[config.mk]
export PLATFORM = sky130hd
export DESIGN_NAME = elastic_release_buf
export DESIGN_NICKNAME = d
export VERILOG_FILES = /design/src/rtl/erb_pkg.sv /design/src/rtl/erb_lane.sv /design/src/rtl/erb_release.sv /design/src/rtl/elastic_release_buf.sv
export SDC_FILE = /design/constraint.sdc
export NUM_CORES = 1
export LEC_CHECK = 0
export ABC_CLOCK_PERIOD_IN_PS = 1800
export BUFFER_PORTS_ARGS = -buffer_cell sky130_fd_sc_hd__buf_4
export CELL_PAD_IN_SITES_DETAIL_PLACEMENT = 1
export CELL_PAD_IN_SITES_GLOBAL_PLACEMENT = 2
export CORE_AREA = 5 5 336 305
export CTS_CLUSTER_DIAMETER = 40
export DETAILED_ROUTE_END_ITERATION = 10
export DIE_AREA = 0 0 341 310
export PLACE_DENSITY = 0.87
export SLEW_MARGIN = 10
export SYNTH_ARGS = -nofsm -noshare
export SYNTH_HDL_FRONTEND = slang
export SYNTH_SLANG_ARGS = --single-unit
[constraint.sdc]
create_clock -name clk -period 1.8 [get_ports clk]
set_clock_uncertainty 0.05 [all_clocks]
set_input_delay 0.18 -clock clk [delete_from_list [all_inputs] [get_ports clk]]
set_output_delay 0.18 -clock clk [all_outputs]
set_load 0.02 [all_outputs]
[src/rtl/erb_pkg.sv]
package erb_pkg;

  typedef enum logic [1:0] {
    LN_IDLE  = 2'd0,
    LN_ALIGN = 2'd1,
    LN_FILL  = 2'd2
  } ln_state_e;

endpackage

[src/rtl/erb_lane.sv]
module erb_lane
  import erb_pkg::*;
#(
  parameter int DATA_W = 32,
  parameter int DEPTH  = 8,
  localparam int AW    = (DEPTH > 1) ? $clog2(DEPTH) : 1,
  localparam int CW    = $clog2(DEPTH + 1)
) (
  input  logic              clk,
  input  logic              rst_n,
  input  logic              clr,
  input  logic              in_vld,
  input  logic              in_algn,
  input  logic [DATA_W-1:0] in_dat,
  input  logic              rd_en,
  input  logic [AW-1:0]     rd_ptr,
  output logic              filling,
  output logic              ovf,
  output logic [DATA_W-1:0] rd_dat
);

  ln_state_e             st_q, st_d;
  logic [AW-1:0]         wptr_q, wptr_d;
  logic [CW-1:0]         occ_q, occ_d;
  logic                  wr_req, wr_ok, rd_eff, full;
  logic [DEPTH-1:0][DATA_W-1:0] mem_q;

  assign full = (occ_q == CW'(DEPTH));

  always_comb begin
    st_d   = st_q;
    wr_req = 1'b0;
    unique case (st_q)
      LN_IDLE: begin
        if (in_vld && in_algn) st_d = LN_ALIGN;
      end
      LN_ALIGN: begin
        if (in_vld && !in_algn) begin
          st_d   = LN_FILL;
          wr_req = 1'b1;
        end
      end
      LN_FILL: begin
        wr_req = in_vld;
      end
      default: st_d = LN_IDLE;
    endcase
    if (clr) begin
      st_d   = LN_IDLE;
      wr_req = 1'b0;
    end
  end

  always_comb begin
    rd_eff = rd_en && !clr && ((occ_q != '0) || wr_req);
    ovf    = wr_req && full && !rd_eff;
    wr_ok  = wr_req && !ovf;
    wptr_d = wptr_q;
    if (wr_ok) wptr_d = (wptr_q == AW'(DEPTH - 1)) ? '0 : wptr_q + AW'(1);
    occ_d  = occ_q + CW'(wr_ok) - CW'(rd_eff);
    if (clr) begin
      wptr_d = '0;
      occ_d  = '0;
    end
  end

  always_ff @(posedge clk or negedge rst_n) begin
    if (!rst_n) begin
      st_q   <= LN_IDLE;
      wptr_q <= '0;
      occ_q  <= '0;
    end else begin
      st_q   <= st_d;
      wptr_q <= wptr_d;
      occ_q  <= occ_d;
    end
  end

  // storage: no reset, write enable only
  always_ff @(posedge clk) begin
    if (wr_ok) mem_q[wptr_q] <= in_dat;
  end

  assign rd_dat  = mem_q[rd_ptr];
  assign filling = (st_q == LN_FILL);

  p_occ_bound_r7: assert property (@(posedge clk) disable iff (!rst_n)
    occ_q <= CW'(DEPTH));

  p_fill_after_align_r2: assert property (@(posedge clk) disable iff (!rst_n)
    $rose(st_q == LN_FILL) |-> $past(st_q == LN_ALIGN));

  p_restart_empties_r10: assert property (@(posedge clk) disable iff (!rst_n)
    clr |=> (occ_q == '0) && (st_q == LN_IDLE));

endmodule

[src/rtl/erb_release.sv]
module erb_release #(
  parameter int DEPTH = 8,
  parameter int OFS_W = 5,
  localparam int AW   = (DEPTH > 1) ? $clog2(DEPTH) : 1
) (
  input  logic             clk,
  input  logic             rst_n,
  input  logic             clr,
  input  logic             armed,
  input  logic             tick,
  input  logic [OFS_W-1:0] ofs,
  output logic             released,
  output logic             rd_en,
  output logic [AW-1:0]    rd_ptr
);

  logic             rel_q, rel_d;
  logic             pend_q, pend_d;
  logic [OFS_W-1:0] cnt_q, cnt_d;
  logic [AW-1:0]    rptr_q, rptr_d;
  logic             fire;

  always_comb begin
    fire   = 1'b0;
    pend_d = pend_q;
    cnt_d  = cnt_q;
    if (!rel_q) begin
      if (pend_q) begin
        if (cnt_q == '0) begin
          fire   = 1'b1;
          pend_d = 1'b0;
        end else begin
          cnt_d = cnt_q - OFS_W'(1);
        end
      end else if (armed && tick) begin
        if (ofs == '0) begin
          fire = 1'b1;
        end else begin
          pend_d = 1'b1;
          cnt_d  = ofs - OFS_W'(1);
        end
      end
    end
    rel_d  = rel_q || fire;
    rptr_d = '0;
    if (rel_q) rptr_d = (rptr_q == AW'(DEPTH - 1)) ? '0 : rptr_q + AW'(1);
    if (clr) begin
      rel_d  = 1'b0;
      pend_d = 1'b0;
      cnt_d  = '0;
      rptr_d = '0;
    end
  end

  always_ff @(posedge clk or negedge rst_n) begin
    if (!rst_n) begin
      rel_q  <= 1'b0;
      pend_q <= 1'b0;
      cnt_q  <= '0;
      rptr_q <= '0;
    end else begin
      rel_q  <= rel_d;
      pend_q <= pend_d;
      cnt_q  <= cnt_d;
      rptr_q <= rptr_d;
    end
  end

  assign released = rel_q;
  assign rd_en    = rel_q;
  assign rd_ptr   = rptr_q;

  p_rel_needs_arm_r6: assert property (@(posedge clk) disable iff (!rst_n)
    $rose(rel_q) |-> $past(armed));

  p_ofs0_release_r3: assert property (@(posedge clk) disable iff (!rst_n)
    (!rel_q && !pend_q && armed && tick && (ofs == '0) && !clr) |=> rel_q);

  p_rptr_steps_r5: assert property (@(posedge clk) disable iff (!rst_n)
    (rel_q && !clr) |=> (rptr_q == (($past(rptr_q) == AW'(DEPTH - 1)) ? '0 : $past(rptr_q) + AW'(1))));

  p_pend_holds_r4: assert property (@(posedge clk) disable iff (!rst_n)
    (pend_q && (cnt_q != '0) && !clr) |=> !rel_q && pend_q);

endmodule

[src/rtl/elastic_release_buf.sv]
module elastic_release_buf
  import erb_pkg::*;
#(
  parameter int NUM_LANES = 4,
  parameter int DATA_W    = 32,
  parameter int DEPTH     = 8,
  parameter int OFS_W     = 5,
  localparam int AW       = (DEPTH > 1) ? $clog2(DEPTH) : 1,
  localparam int BUS_W    = NUM_LANES * DATA_W
) (
  input  logic                 clk,
  input  logic                 rst_n,
  input  logic                 restart,
  input  logic                 mf_tick,
  input  logic [OFS_W-1:0]     rel_ofs,
  input  logic [NUM_LANES-1:0] ln_vld,
  input  logic [NUM_LANES-1:0] ln_algn,
  input  logic [BUS_W-1:0]     ln_dat,
  output logic                 rel_vld,
  output logic [BUS_W-1:0]     rel_dat,
  output logic                 dskw_err
);

  // reset: asynchronous assert, release aligned to clk
  logic [1:0] rst_sync_q;
  logic       rst_int_n;

  always_ff @(posedge clk or negedge rst_n) begin
    if (!rst_n) rst_sync_q <= 2'b00;
    else        rst_sync_q <= {rst_sync_q[0], 1'b1};
  end
  assign rst_int_n = rst_sync_q[1];

  logic [NUM_LANES-1:0] filling, ovf;
  logic [BUS_W-1:0]     rd_bus;
  logic                 released, rd_en, all_fill;
  logic [AW-1:0]        rd_ptr;
  logic                 err_q, err_d;

  for (genvar g = 0; g < NUM_LANES; g++) begin : g_lane
    erb_lane #(
      .DATA_W (DATA_W),
      .DEPTH  (DEPTH)
    ) u_lane (
      .clk     (clk),
      .rst_n   (rst_int_n),
      .clr     (restart),
      .in_vld  (ln_vld[g]),
      .in_algn (ln_algn[g]),
      .in_dat  (ln_dat[g*DATA_W +: DATA_W]),
      .rd_en   (rd_en),
      .rd_ptr  (rd_ptr),
      .filling (filling[g]),
      .ovf     (ovf[g]),
      .rd_dat  (rd_bus[g*DATA_W +: DATA_W])
    );
  end

  assign all_fill = &filling;

  erb_release #(
    .DEPTH (DEPTH),
    .OFS_W (OFS_W)
  ) u_rel (
    .clk      (clk),
    .rst_n    (rst_int_n),
    .clr      (restart),
    .armed    (all_fill),
    .tick     (mf_tick),
    .ofs      (rel_ofs),
    .released (released),
    .rd_en    (rd_en),
    .rd_ptr   (rd_ptr)
  );

  always_comb begin
    err_d = err_q || (|ovf);
    if (restart) err_d = 1'b0;
  end

  always_ff @(posedge clk or negedge rst_int_n) begin
    if (!rst_int_n) err_q <= 1'b0;
    else            err_q <= err_d;
  end

  assign rel_vld  = released;
  assign rel_dat  = released ? rd_bus : '0;
  assign dskw_err = err_q;

  p_err_sticky_r8: assert property (@(posedge clk) disable iff (!rst_int_n)
    (err_q && !restart) |=> err_q);

  p_vld_needs_lanes_r9: assert property (@(posedge clk) disable iff (!rst_int_n)
    rel_vld |-> all_fill);

  p_restart_clears_r10: assert property (@(posedge clk) disable iff (!rst_int_n)
    restart |=> !rel_vld && !dskw_err);

endmodule

======== Word level (Yosys, flattened, before mapping) ========
Index checks and enable logic that the tools add are counted.
operators by class
  add/sub/neg operators ................... 15
  magnitude comparators ................... 9
  equal/unequal tests ..................... 32
  mux-type cells .......................... 87
  reduce and logical (&&, ||, !) cells .... 71
operators by type and width
  operator               number
  $bwmux W256            4
  $bmux W32 S3           4
  $demux W32 S3          4
  $mux W32               8
  $mux W128              1
  $mux W3                15
  $logic_and A1 B1 Y1    30
  $mux W5                6
  $ne A3 B2 Y1 const B   9
  $mux W2                12
  $pmux W2 S3            4
  $mux W1                21
  $lt A3 B4 Y1 const B   5
  $add A4 B1 Y4          4
  $eq A4 B4 Y1 const B   4
  $mux W4                4
  $reduce_bool A4 Y1     4
  $sub A4 B1 Y4          4
  $add A3 B1 Y3 const B  5
  $eq A3 B3 Y1 const B   5
  $logic_not A1 Y1       13
  $ge A3 B1 Y1 const B   4
  $reduce_and A3 Y1      4
  $logic_not A5 Y1       2
  other kinds (12)       38
storage, ports and cells
  bits in registers ....................... 1073
  bits of input ports ..................... 145
  output and inout bits ................... 130
  word-level logic and storage cells ...... 264

======== Logic depth before layout (Yosys ltp) ========
Gate-level depths: netlist of run 1.
  depth in word-level cells ............... 14
  depth in mapped cells ................... 12
  gate-level depth less buffers ........... 12

======== By module ========
A second synthesis of run 1 with hierarchy kept.
second synthesis, totals
  cells, all modules ...................... 1993
  area, all modules ....................... 43670.6 µm²
by module, submodules not included
  module                           times used  cells an instance  area an instance (µm²)  sequential area each (µm²)
  erb_lane (g_lane[0].u_lane ...)  2           444                10485.1                 7912.6
  erb_lane (g_lane[1].u_lane ...)  2           445                10483.8                 7912.6
  elastic_release_buf              1           150                1089.8                  75.1
  erb_release                      1           65                 643.1                   250.2

======== Worst setup path after synthesis of run 1 ========
No wires, ideal clock.
  path type ............................... register to register
  start point ............................. reg g_lane[0].u_lane.st_q[1]
  end point ............................... reg g_lane[0].u_lane.mem_q[64] (netlist name) (enable)
  setup time .............................. 513 ps
  arrival ................................. 4592 ps
  required time ........................... 1237 ps
  path slack .............................. -3355 ps
  cell stages (with the launch flop) ...... 7
  buffers on the path ..................... 0
  clock period less this slack ............ 5155 ps
  cell sequence ........................... dfrtp_1 inv_1 ha_1 nor2b_1 o2111ai_1 a31o_2 nor4b_1
between the ends
  cells in the longest elaborated chain, start to end .. 9
  elaborated cells on any way between the ends .. 11
  those cells by class .................... eq/ne (2); mux (2); reduce/logical (7)
RTL lines
  what                                          RTL line        text
  start: declaration                            erb_lane.sv:22  ln_state_e st_q, st_d;
  start signal: assignment                      erb_lane.sv:73  st_q <= st_d;
  $eq A2 B2 Y1 or $eq A2 B1 Y1 (tied branches)  erb_lane.sv:33  unique case (st_q)
  $pmux W1 S2 *                                 erb_lane.sv:33
  $mux W1 *                                     erb_lane.sv:48  if (clr) begin
  $logic_or A1 B1 Y1                            erb_lane.sv:55  rd_eff = rd_en && !clr && ((occ_q != '0) || wr_req);
  $logic_and A1 B1 Y1                           erb_lane.sv:55
  $logic_not A1 Y1                              erb_lane.sv:56  ovf = wr_req && full && !rd_eff;
  $logic_and A1 B1 Y1                           erb_lane.sv:56
  $logic_not A1 Y1                              erb_lane.sv:57  wr_ok = wr_req && !ovf;
  $logic_and A1 B1 Y1 *                         erb_lane.sv:57
  end signal: indexed assignment                erb_lane.sv:81  if (wr_ok) mem_q[wptr_q] <= in_dat;
  end: declaration                              erb_lane.sv:26  logic [DEPTH-1:0][DATA_W-1:0] mem_q;
Mark *: on every way between the ends. The rest lies on a longest branch, timed or not.
A chain may end at the register's enable or synchronous reset.

======== Final worst setup path of run 1 ========
  start point ............................. reg u_rel.rptr_q[0], in the netlist u_rel.rd_ptr[0]
  end point ............................... out rel_dat[108]
between the ends
  cells in the longest elaborated chain, start to end .. 3
RTL lines
  what                            RTL line                   text
  start: declaration              erb_release.sv:20          logic [AW-1:0] rptr_q, rptr_d;
  start signal: assignment        erb_release.sv:65          rptr_q <= rptr_d;
  $bmux W32 S3                    erb_lane.sv:84             assign rd_dat = mem_q[rd_ptr];
  $mux W32 (implied by the code)  erb_lane.sv:84
  $mux W128                       elastic_release_buf.sv:87  assign rel_dat = released ? rd_bus : '0;
  end: declaration                elastic_release_buf.sv:20  output logic [BUS_W-1:0] rel_dat,
Every way passes these cells. The select of a mux whose other input is x is not followed.

==> results of run 1 <==
==> layout by cell type (no fill, tap or decap), drive strengths merged, types with 16 or more instances in the layout <==
cell type,instances
bufinv,16
buf,648
edfxtp,1024
clkinv,47
inv,65
mux2i,137
mux4,256
nor2,174
clkinvlp,16
dfrtp,49
clkbuf,208
nand2,44
dlygate4sd3,141
a21oi,20
ha,51
==> final timing paths <==
check	from	to	slack [ns]	cells past startpoint
setup / recovery	u_rel.rd_ptr[0]	rel_dat[108]	-1.19	7
hold / removal	ln_algn[0]	g_lane[0].u_lane.st_q[1]	0.04	5
setup reg to reg	g_lane[0].u_lane.st_q[1]	g_lane[0].u_lane.mem_q[143]	-0.87	13
hold reg to reg	rst_sync_q[0]	rst_sync_q[1]	0.30	0
max in group asynchronous	rst_sync_q[1]	u_rel.rd_ptr[0]	0.73	0
min in group asynchronous	rst_n	rst_sync_q[0]	0.26	3
==> worst min-delay path, stage by stage <==
cell	delay (ns)
buf_4	0.11
nor3b_1	0.05
o21bai_1	0.27
mux2i_1	0.10
nor2_1	0.08
==> timing repair <==
item	4_1_cts	5_1_grt
gates cloned	34	73
pin swaps	62	83
hold buffers	141	0
endpoints found under the hold margin	1067	0
setup endpoints to repair	1182	1192
resized for setup	254	215
buffers inserted	69	74
==> layout make-up <==
class / instances / area (um2)
Antenna cell: 10 / 25.0
Clock buffer: 156 / 3670
Clock inverter: 107 / 1330
Fill cell: 8257 / 39000
Inverter: 37 / 156
Multi-Input combinational cell: 797 / 10900
Sequential cell: 1073 / 32000
Tap cell: 1288 / 1610
Timing Repair Buffer: 841 / 10300
==> registers in the layout, summed over array words and instances (netlist names) <==
name / cells
u_rel.rd_en: 1
g_lane.u_lane.mem_q: 1024
u_rel.pend_q: 1
u_rel.cnt_q: 5
g_lane.u_lane.st_q: 8
g_lane.u_lane.wptr_q: 12
rst_sync_q: 2
g_lane.u_lane.occ_q: 16
dskw_err: 1
u_rel.rd_ptr: 3
==> metrics by stage <==
stage	TNS [ns]	total power [W]
global placement	-614.12	0.0295
detailed placement	-715.99	0.0297
finish	-791.91	0.0597
floorplan	-841.68	0.0287
CTS	-792.46	0.0594
global route	-887.95	0.0617
==> cell families after synthesis <==
logic type               after synthesis  synth area share
flip-flops                          1073             0.761
multiplexers                         393             0.170
AND/OR/NAND/NOR                      279            0.0285
buffers and inverters                129            0.0126
AO/OA/AOI/OAI                         59           0.00926
adder cells (fa/ha/maj)               55            0.0171
XOR/XNOR                              10           0.00208
other                                  1         0.0000892
==> power breakdown <==
| part | leakage [nW] | total [W] | switching (W) | internal, W |
|---|---|---|---|---|
| clock network | 2.39 | 0.0296 | 0.0121 | 0.0175 |
| logic | 7.93 | 0.00244 | 0.00122 | 0.00122 |
| registers | 9.87 | 0.0276 | 0.000125 | 0.0275 |
==> layer usage <==
layer / vias to the layer above / share of wire / track usage
met5: - / 0.00022 / 0
met4: 6 / 0.036 / 0.0782
met3: 293 / 0.069 / 0.0524
met2: 1087 / 0.53 / 0.396
met1: 12900 / 0.37 / 0.274
li1: 10000 / - / -
==> results_dict.tcl, run 1 <==
set metrics [dict create \
    status "complete, but fails checks" \
    violations "negative setup slack" \
    ys.flop_type "edfxtp_1" \
    hold_viol 0 \
    fin_util 0.606 \
    rows 110 \
    worstSetupPathType "reg2out" \
    synth_warnings 0 \
    irDropWorstVdd_v 0.000933 \
    syn_avg_cell_area_um2 21.0 \
    syn_to_final_growth_pct 42.6 \
    numCtsBuffers 144 \
    drive_gt1_frac 0.464 \
    synthTopCellsByArea "edfxtp_1 73%, mux4_2 14%, mux2i_1 3.3%" \
    place_area_mm2 0.0484 \
    synth_area_mm2 0.0420 \
    path_buf_inv 4 \
    ant_nets 0 \
    numPortBuffers 274 \
    min_path_type "in2reg" \
    yosysUniqueCellTypes 44 \
    worstSetupStartpointType "flip-flop" \
    grt_usage 0.224 \
    whs_ns 0.0423 \
    path_common_cell "buf_12" \
    synth_top_area_frac 0.731 \
    wire_per_inst_um 31.4 \
    setup_viol 1186 \
    synth_common_cells "1024 x edfxtp_1, 256 x mux4_2, 174 x nor2_1" \
    required_ns 1.57 \
    cts.sinks 1073 \
    die_y_um 310 \
    wl_um 135000 \
    path_delay_family "multiplexers" \
    die_area_mm2 0.106 \
    ys_seq_area_frac 0.761 \
    dp_hpwl_um 66400 \
    rsz0062_at_grt "yes" \
    coreArea_mm2 0.0990 \
    route.detailed.drc 0 \
    synthCells 1999 \
    first_pass_iters 7 \
    grt_start_max_net_pins 39 \
    grt_pass1_vias 25900 \
    drt-initial-drc-count 2108 \
    grt_first_pass_wirelength_um 174000 \
    end_kind "output pin" \
    slowest_stage "mux4_2" \
    power.density_mw_per_mm2 995 \
    cts_root_buf "clkbuf_16" \
    synthArstFlopShare 0.0457 \
    period_needed_ns 2.99 \
    fin_crit_sh 1.66 \
    nNetsFinal 3094 \
    drv_cap 0 \
    relSlewSlack 0.431 \
    crit_path_max_fanout 12 \
    yosys.area.top_type "edfxtp_1" \
    ys_ff_latch 1073 \
    slew_viol_final 0 \
    instances_no_fill 4309 \
    cts_buffer_depth 3 \
    synth.most_common_cell "edfxtp_1" \
    synth_edf_count 1024 \
    grt-ovfl-total 0 \
    layout_setup_ws_ns -1.19 \
    start_util 0.425 \
    max_freq_ghz 0.334 \
    detail_route.vias_per_cell 5.64 \
    crit_path_max_incr_delay_ns 0.53 \
    design_area_mm2 0.0600 \
    vias 24300 \
    max_slew.worst_pin.slew_ns 0.854 \
    ios 275 \
    die_width_um 341 \
    path_clk_slew_ns 0.05 \
    ctsHtreeMaxLevel 4 \
    dp_slack_ns -0.771 \
    p_leak_nw 20.2 \
    arrival_ns 2.76 \
    syn-num-nets 2199 \
    dp_cells 3684 \
    grt_antenna_before_repair 11 \
    gp_congestion 0.766 \
    cts_tree "built" \
    crit_chain "buf_12, buf_12, clkbuf_16, mux4_2, mux2i_2, nor2_1, buf_4" \
    clk_latency_ns 0.75 \
]
(Power assumes the default switching activity.)
==> run 2: changes to the inputs <==
- ABC_CLOCK_PERIOD_IN_PS: 1800 -> 3100
- CORE_AREA: 5 5 336 305 -> 5 5 322 292
- DIE_AREA: 0 0 341 310 -> 0 0 327 297
- PLACE_DENSITY: 0.87 -> 0.89
- SKIP_LAST_GASP: not set -> 1
- clock period: 1.8 -> 3.1 ns (I/O delays scaled with it)
==> run 2 against run 1 <==
The run now ends clean. Combinational power down 61%. Die area down 8.1%. Non-clock buffer count down 321. Clock-buffer cell count up 2. First-iteration DRC count down 28%. Sequential power down 42%. Design area down 11%. Global-route usage down 1.2 points. Sequential share of layout area up 6.5 points. Largest power group unchanged.
==> results_dict.tcl, run 2 (synthesis gave the netlist of run 1 again) <==
set metrics [dict create \
    status "complete, no violations" \
    numCtsBuffers 142 \
    mostFrequentLayoutCells "1024 x edfxtp_1, 318 x buf_4, 256 x mux4_2" \
    clk_latency_ns 0.71 \
    dp_cells 3446 \
    first_pass_iters 5 \
    syn_to_final_growth_pct 27.2 \
    cts_root_buf "clkbuf_16" \
    biggestRegsByFlops "g_lane.u_lane.mem_q x1024, g_lane.u_lane.occ_q x16, g_lane.u_lane.wptr_q x12" \
    worstSetupStartpointType "flip-flop" \
    grt_first_pass_wirelength_um 156000 \
    regMostFlops "g_lane.u_lane.mem_q" \
    largest_register_ffs 1024 \
    ant_nets 0 \
    rows 105 \
    grt_use_met3 0.0393 \
    fillCellCount 7681 \
    power.total_w 0.0335 \
    cts_buffer_depth 3 \
    ios 275 \
    grt_pass1_vias 24400 \
    grtUsageMet2 0.367 \
    grt-ovfl-total 0 \
    path_clk_slew_ns 0.05 \
    relSlewSlack 0.512 \
    rsz0062_at_grt "yes" \
    max_freq_ghz 0.325 \
    detail_route.vias_per_cell 5.58 \
    dp_hpwl_um 59200 \
    p_leak_nw 17.6 \
    start_util 0.464 \
    final_common_cell "edfxtp_1" \
    numPortBuffers 274 \
    arrival_ns 2.72 \
    setup_viol 0 \
    min_path_type "in2reg" \
    required_ns 2.74 \
    die_width_um 327 \
    ctsHtreeMaxLevel 4 \
    route.detailed.drc 0 \
    use_met1 0.278 \
    nNetsFinal 2771 \
    grt_usage 0.212 \
    gp_congestion 0.742 \
    fin_crit_sh 0.992 \
    power.density_mw_per_mm2 627 \
    grt_start_max_net_pins 44 \
    wl_um 103000 \
    worstSetupPathType "reg2out" \
    drive_gt1_frac 0.347 \
    drv_cap 0 \
    cts.sinks 1073 \
    irDropWorstVdd_v 0.000528 \
    cts_tree "built" \
    grt_antenna_before_repair 7 \
    instances_no_fill 3872 \
    slew_viol_final 0 \
    grt-busiest-layer "met2" \
    die_area_mm2 0.0971 \
    hold_viol 0 \
    period_needed_ns 3.08 \
    coreArea_mm2 0.0905 \
    end_kind "output pin" \
    die_y_um 297 \
    wire_per_inst_um 26.6 \
    vias 21600 \
    crit_path_max_fanout 8 \
    drt-initial-drc-count 1520 \
    max_slew.worst_pin.slew_ns 0.733 \
]
-- run 2: changes by cell type in the layout (fill, tap and decap cells not counted), moves of 24 or more --
cell       change
mux2i_1       +39
buf_6         -96
nor2_1        +29
buf_12        -82
buf_8         -30
mux2i_2       -24
clkbuf_16     -47
buf_4         -44
-- run 2: stage by stage --
| step | hold WS [ns] | setup slack, ns | util | setup TNS, ns | cell area, um2 |
|---|---|---|---|---|---|
| 5_1_grt | 0.127 | -0.0802 | 0.591 | -0.875 | 53500 |
| 3_5_place_dp | 0.0441 | 0.00433 | 0.516 | 0 | 46700 |
| 3_3_place_gp | 0.0430 | 0.228 | 0.516 | 0 | 46700 |
| 6_report | 0.119 | 0.0249 | 0.591 | 0 | 53500 |
| 4_1_cts | 0.0474 | -0.0874 | 0.587 | -0.850 | 53200 |
| 2_1_floorplan | -0.0356 | -0.378 | - | -14.31 | 42200 |
-- run 2: cell type report --
| type | instances | area (um2) | share of cell area |
|---|---|---|---|
| Antenna cell | 6 | 15.0 | 0.000281 |
| Multi-Input combinational cell | 797 | 9920 | 0.185 |
| Clock buffer | 158 | 3680 | 0.0688 |
| Sequential cell | 1073 | 32000 | 0.598 |
| Inverter | 37 | 141 | 0.00264 |
| Timing Repair Buffer | 520 | 5080 | 0.0949 |
| Tap cell | 1177 | 1470 | 0.0275 |
| Clock inverter | 104 | 1190 | 0.0223 |
-- run 2: timing repair --
action | 4_1_cts | 5_1_grt
setup endpoints to repair | 131 | 92
hold buffers | 138 | 0
endpoints found under the hold margin | 1037 | 0
pin swaps | 0 | 0
gates cloned | 2 | 5
gates resized for setup | 17 | 17
setup buffers | 3 | 10
-- run 2: worst max-delay path, cell delays in order, from the launching register on --
cell and delay (ns):
dfrtp_4 0.55, buf_12 0.16, clkbuf_16 0.17, buf_4 0.14, mux4_2 0.43, mux2i_1 0.33
nor2_1 0.08, buf_4 0.17
-- run 2: final timing paths --
| check | end | start | slack, ns | cells after the start |
|---|---|---|---|---|
| setup reg to reg | g_lane[3].u_lane.mem_q[0] | g_lane[3].u_lane.st_q[1] | 0.29 | 8 |
| max in group asynchronous | g_lane[2].u_lane.wptr_q[2] | rst_sync_q[1] | 2.05 | 1 |
| hold / removal | u_rel.cnt_q[4] | rel_ofs[3] | 0.12 | 6 |
| min in group asynchronous | dskw_err | rst_sync_q[1] | 0.28 | 0 |
| setup / recovery | rel_dat[107] | u_rel.rd_ptr[0] | 0.02 | 7 |
| hold reg to reg | dskw_err | rst_sync_q[1] | 0.28 | 0 |
-- run 2: report_power, final --
part	internal, W	switching [W]	total, W
Sequential	0.0160	0.0000513	0.0160
Combinational	0.000429	0.000514	0.000942
Clock	0.0101	0.00643	0.0166
-- run 2: per-layer routing --
metal	vias up	wire length, um
li1	9326	-
met1	11500	41400
met2	627	54100
met3	161	5080
met4	2	2290
met5	-	13
==> run 3: changes to the inputs <==
- CTS_BUF_LIST: not set -> sky130_fd_sc_hd__clkbuf_8 sky130_fd_sc_hd__clkbuf_16
- CTS_CLUSTER_DIAMETER: 40 -> 30
==> run 3 against run 2 <==
The flow now finishes with violations (negative setup slack). Non-clock buffer count rose by 9. Die area did not move. Hold slack got worse by 0.034 ns. Cell count increased by 3.1%. Maximum frequency is 1.1% lower. Utilization rose by 2.4 points. Sequential share of layout area fell by 2.3 points. Sequential power barely moved. Critical path depth fell by 1. Clock power up 31%. Clock-buffer cell count increased by 45. Worst setup slack got worse by 0.033 ns. Critical path type unchanged. Largest cell class unchanged. Largest power group unchanged.
==> results_dict.tcl, run 3 (synthesis gave the netlist of run 1 again) <==
set metrics [dict create \
    status "complete, but fails checks" \
    violations "negative setup slack" \
    gp_congestion 0.742 \
    dp_slack_ns 0.00433 \
    p_leak_nw 18.7 \
    max_freq_ghz 0.322 \
    crit_path_max_fanout 36 \
    coreArea_mm2 0.0905 \
    die_area_mm2 0.0971 \
    fillCellCount 7584 \
    min_path_type "in2reg" \
    drive_gt1_frac 0.371 \
    max_slew.worst_pin.slew_ns 0.730 \
    place_area_mm2 0.0467 \
    cts_buffer_depth 3 \
    timing.rr.start "g_lane[3].u_lane.st_q[1]" \
    irDropWorstVdd_v 0.000445 \
    mostFrequentLayoutCells "1024 x edfxtp_1, 324 x buf_4, 256 x mux4_2" \
    hold_viol 0 \
    first_pass_iters 5 \
    worstSetupPathType "reg2out" \
    wl_um 108000 \
    worstSetupStartpointType "flip-flop" \
    grt_first_pass_wirelength_um 161000 \
    period_needed_ns 3.11 \
    grt_antenna_before_repair 6 \
    drt-initial-drc-count 1825 \
    layout_setup_ws_ns -0.00801 \
    rows 105 \
    ios 275 \
    vias 22200 \
    setup_viol 2 \
    required_ns 2.74 \
    grt-ovfl-total 0 \
    fin_crit_sh 1.00 \
    largest_register_ffs 1024 \
    numCtsBuffers 199 \
    die_width_um 327 \
    drv_cap 0 \
    biggestRegsByFlops "g_lane.u_lane.mem_q x1024, g_lane.u_lane.occ_q x16, g_lane.u_lane.wptr_q x12" \
    start_util 0.464 \
    cts_tree "built" \
    grt_start_max_net_pins 44 \
    relSlewSlack 0.514 \
    fin_util 0.614 \
    die_y_um 297 \
    route.detailed.drc 0 \
    arrival_ns 2.75 \
    cts_root_buf "clkbuf_16" \
    grt_usage 0.219 \
    r2r-end "g_lane[3].u_lane.mem_q[27]" \
    hp-start "rel_ofs[1]" \
    power.density_mw_per_mm2 698 \
    reg2reg_depth 8 \
    power.total_w 0.0388 \
    critPathLaunch "u_rel.rd_ptr[0]" \
    final_common_cell "edfxtp_1" \
    cp-endpoint "rel_dat[93]" \
    detail_route.vias_per_cell 5.56 \
    cts.sinks 1073 \
    nNetsFinal 2837 \
    ctsHtreeMaxLevel 4 \
    rsz0062_at_grt "yes" \
    grt_pass1_vias 25000 \
    wire_per_inst_um 27.2 \
    end_kind "output pin" \
    slew_viol_final 0 \
    ant_nets 0 \
    path_clk_slew_ns 0.05 \
    design_area_mm2 0.0556 \
    tns_ns -0.00964 \
    numPortBuffers 274 \
    clk_latency_ns 0.76 \
    dp_hpwl_um 59200 \
    syn_to_final_growth_pct 32.3 \
    r2r_slack_ns 0.29 \
    regMostFlops "g_lane.u_lane.mem_q" \
]
-- run 3: cell types whose count changed in the layout (fill, tap and decap cells not counted), moves of 6 or more --
cell,previous run,this run
clkinv_1,16,23
clkbuf_1,13,0
inv_1,33,49
clkinvlp_4,15,27
clkbuf_16,150,207
bufinv_16,17,24
clkinv_2,14,23
clkinv_4,18,28
buf_4,318,324
-- run 3: worst max-delay path, cell delays in order (launching register included) --
cell and delay, ns:
dfrtp_4 0.46, buf_12 0.15, buf_16 0.27, mux4_2 0.57, mux2i_2 0.27, nor2_1 0.10, buf_4 0.18
-- run 3: layout make-up --
class	instances	area, um2	share of cell area
antenna	5	12.5	0.000225
clock buffer	203	5080	0.0914
clock inverter	170	1790	0.0322
inverter	37	141	0.00254
multi-input combinational	797	9910	0.178
sequential	1073	32000	0.575
tap	1177	1470	0.0265
timing repair buffer	529	5210	0.0937
-- run 3: repair_timing --
item,CTS,global route
gates cloned,4,5
pin swaps,0,3
endpoints found under the setup margin,144,169
buffers inserted,8,12
hold endpoints to repair,1037,0
hold buffers,138,0
resized for setup,20,19
-- run 3: per-stage QoR --
stage	instances	hold WS [ns]
floorplan	1999	-0.0356
global placement	3446	0.0430
detailed placement	3446	0.0441
CTS	3969	0.00520
global route	3987	0.0886
finish	3991	0.0849
-- run 3: how the worst min path moves through the flow --
stage	to	slack (ns)	cells past startpoint
after CTS	u_rel.cnt_q[4]	0.005	6
after global placement	rst_sync_q[0]	0.04	1
after floorplan	rst_sync_q[0]	-0.04	0
final	u_rel.cnt_q[3]	0.08	6
after detailed placement	rst_sync_q[0]	0.04	1
after global routing	u_rel.cnt_q[4]	0.09	6
-- run 3: layer usage --
layer,part of all wire,GRT usage
met4,0.026,0.0632
met3,0.058,0.0483
met5,0.00014,0
met1,0.40,0.280
met2,0.52,0.380
-- run 3: report_power, final --
group,leakage (nW),internal [W],switching [W]
logic,5.44,0.000429,0.000518
registers,9.87,0.0160,0.0000521
clock network,3.35,0.0141,0.00776
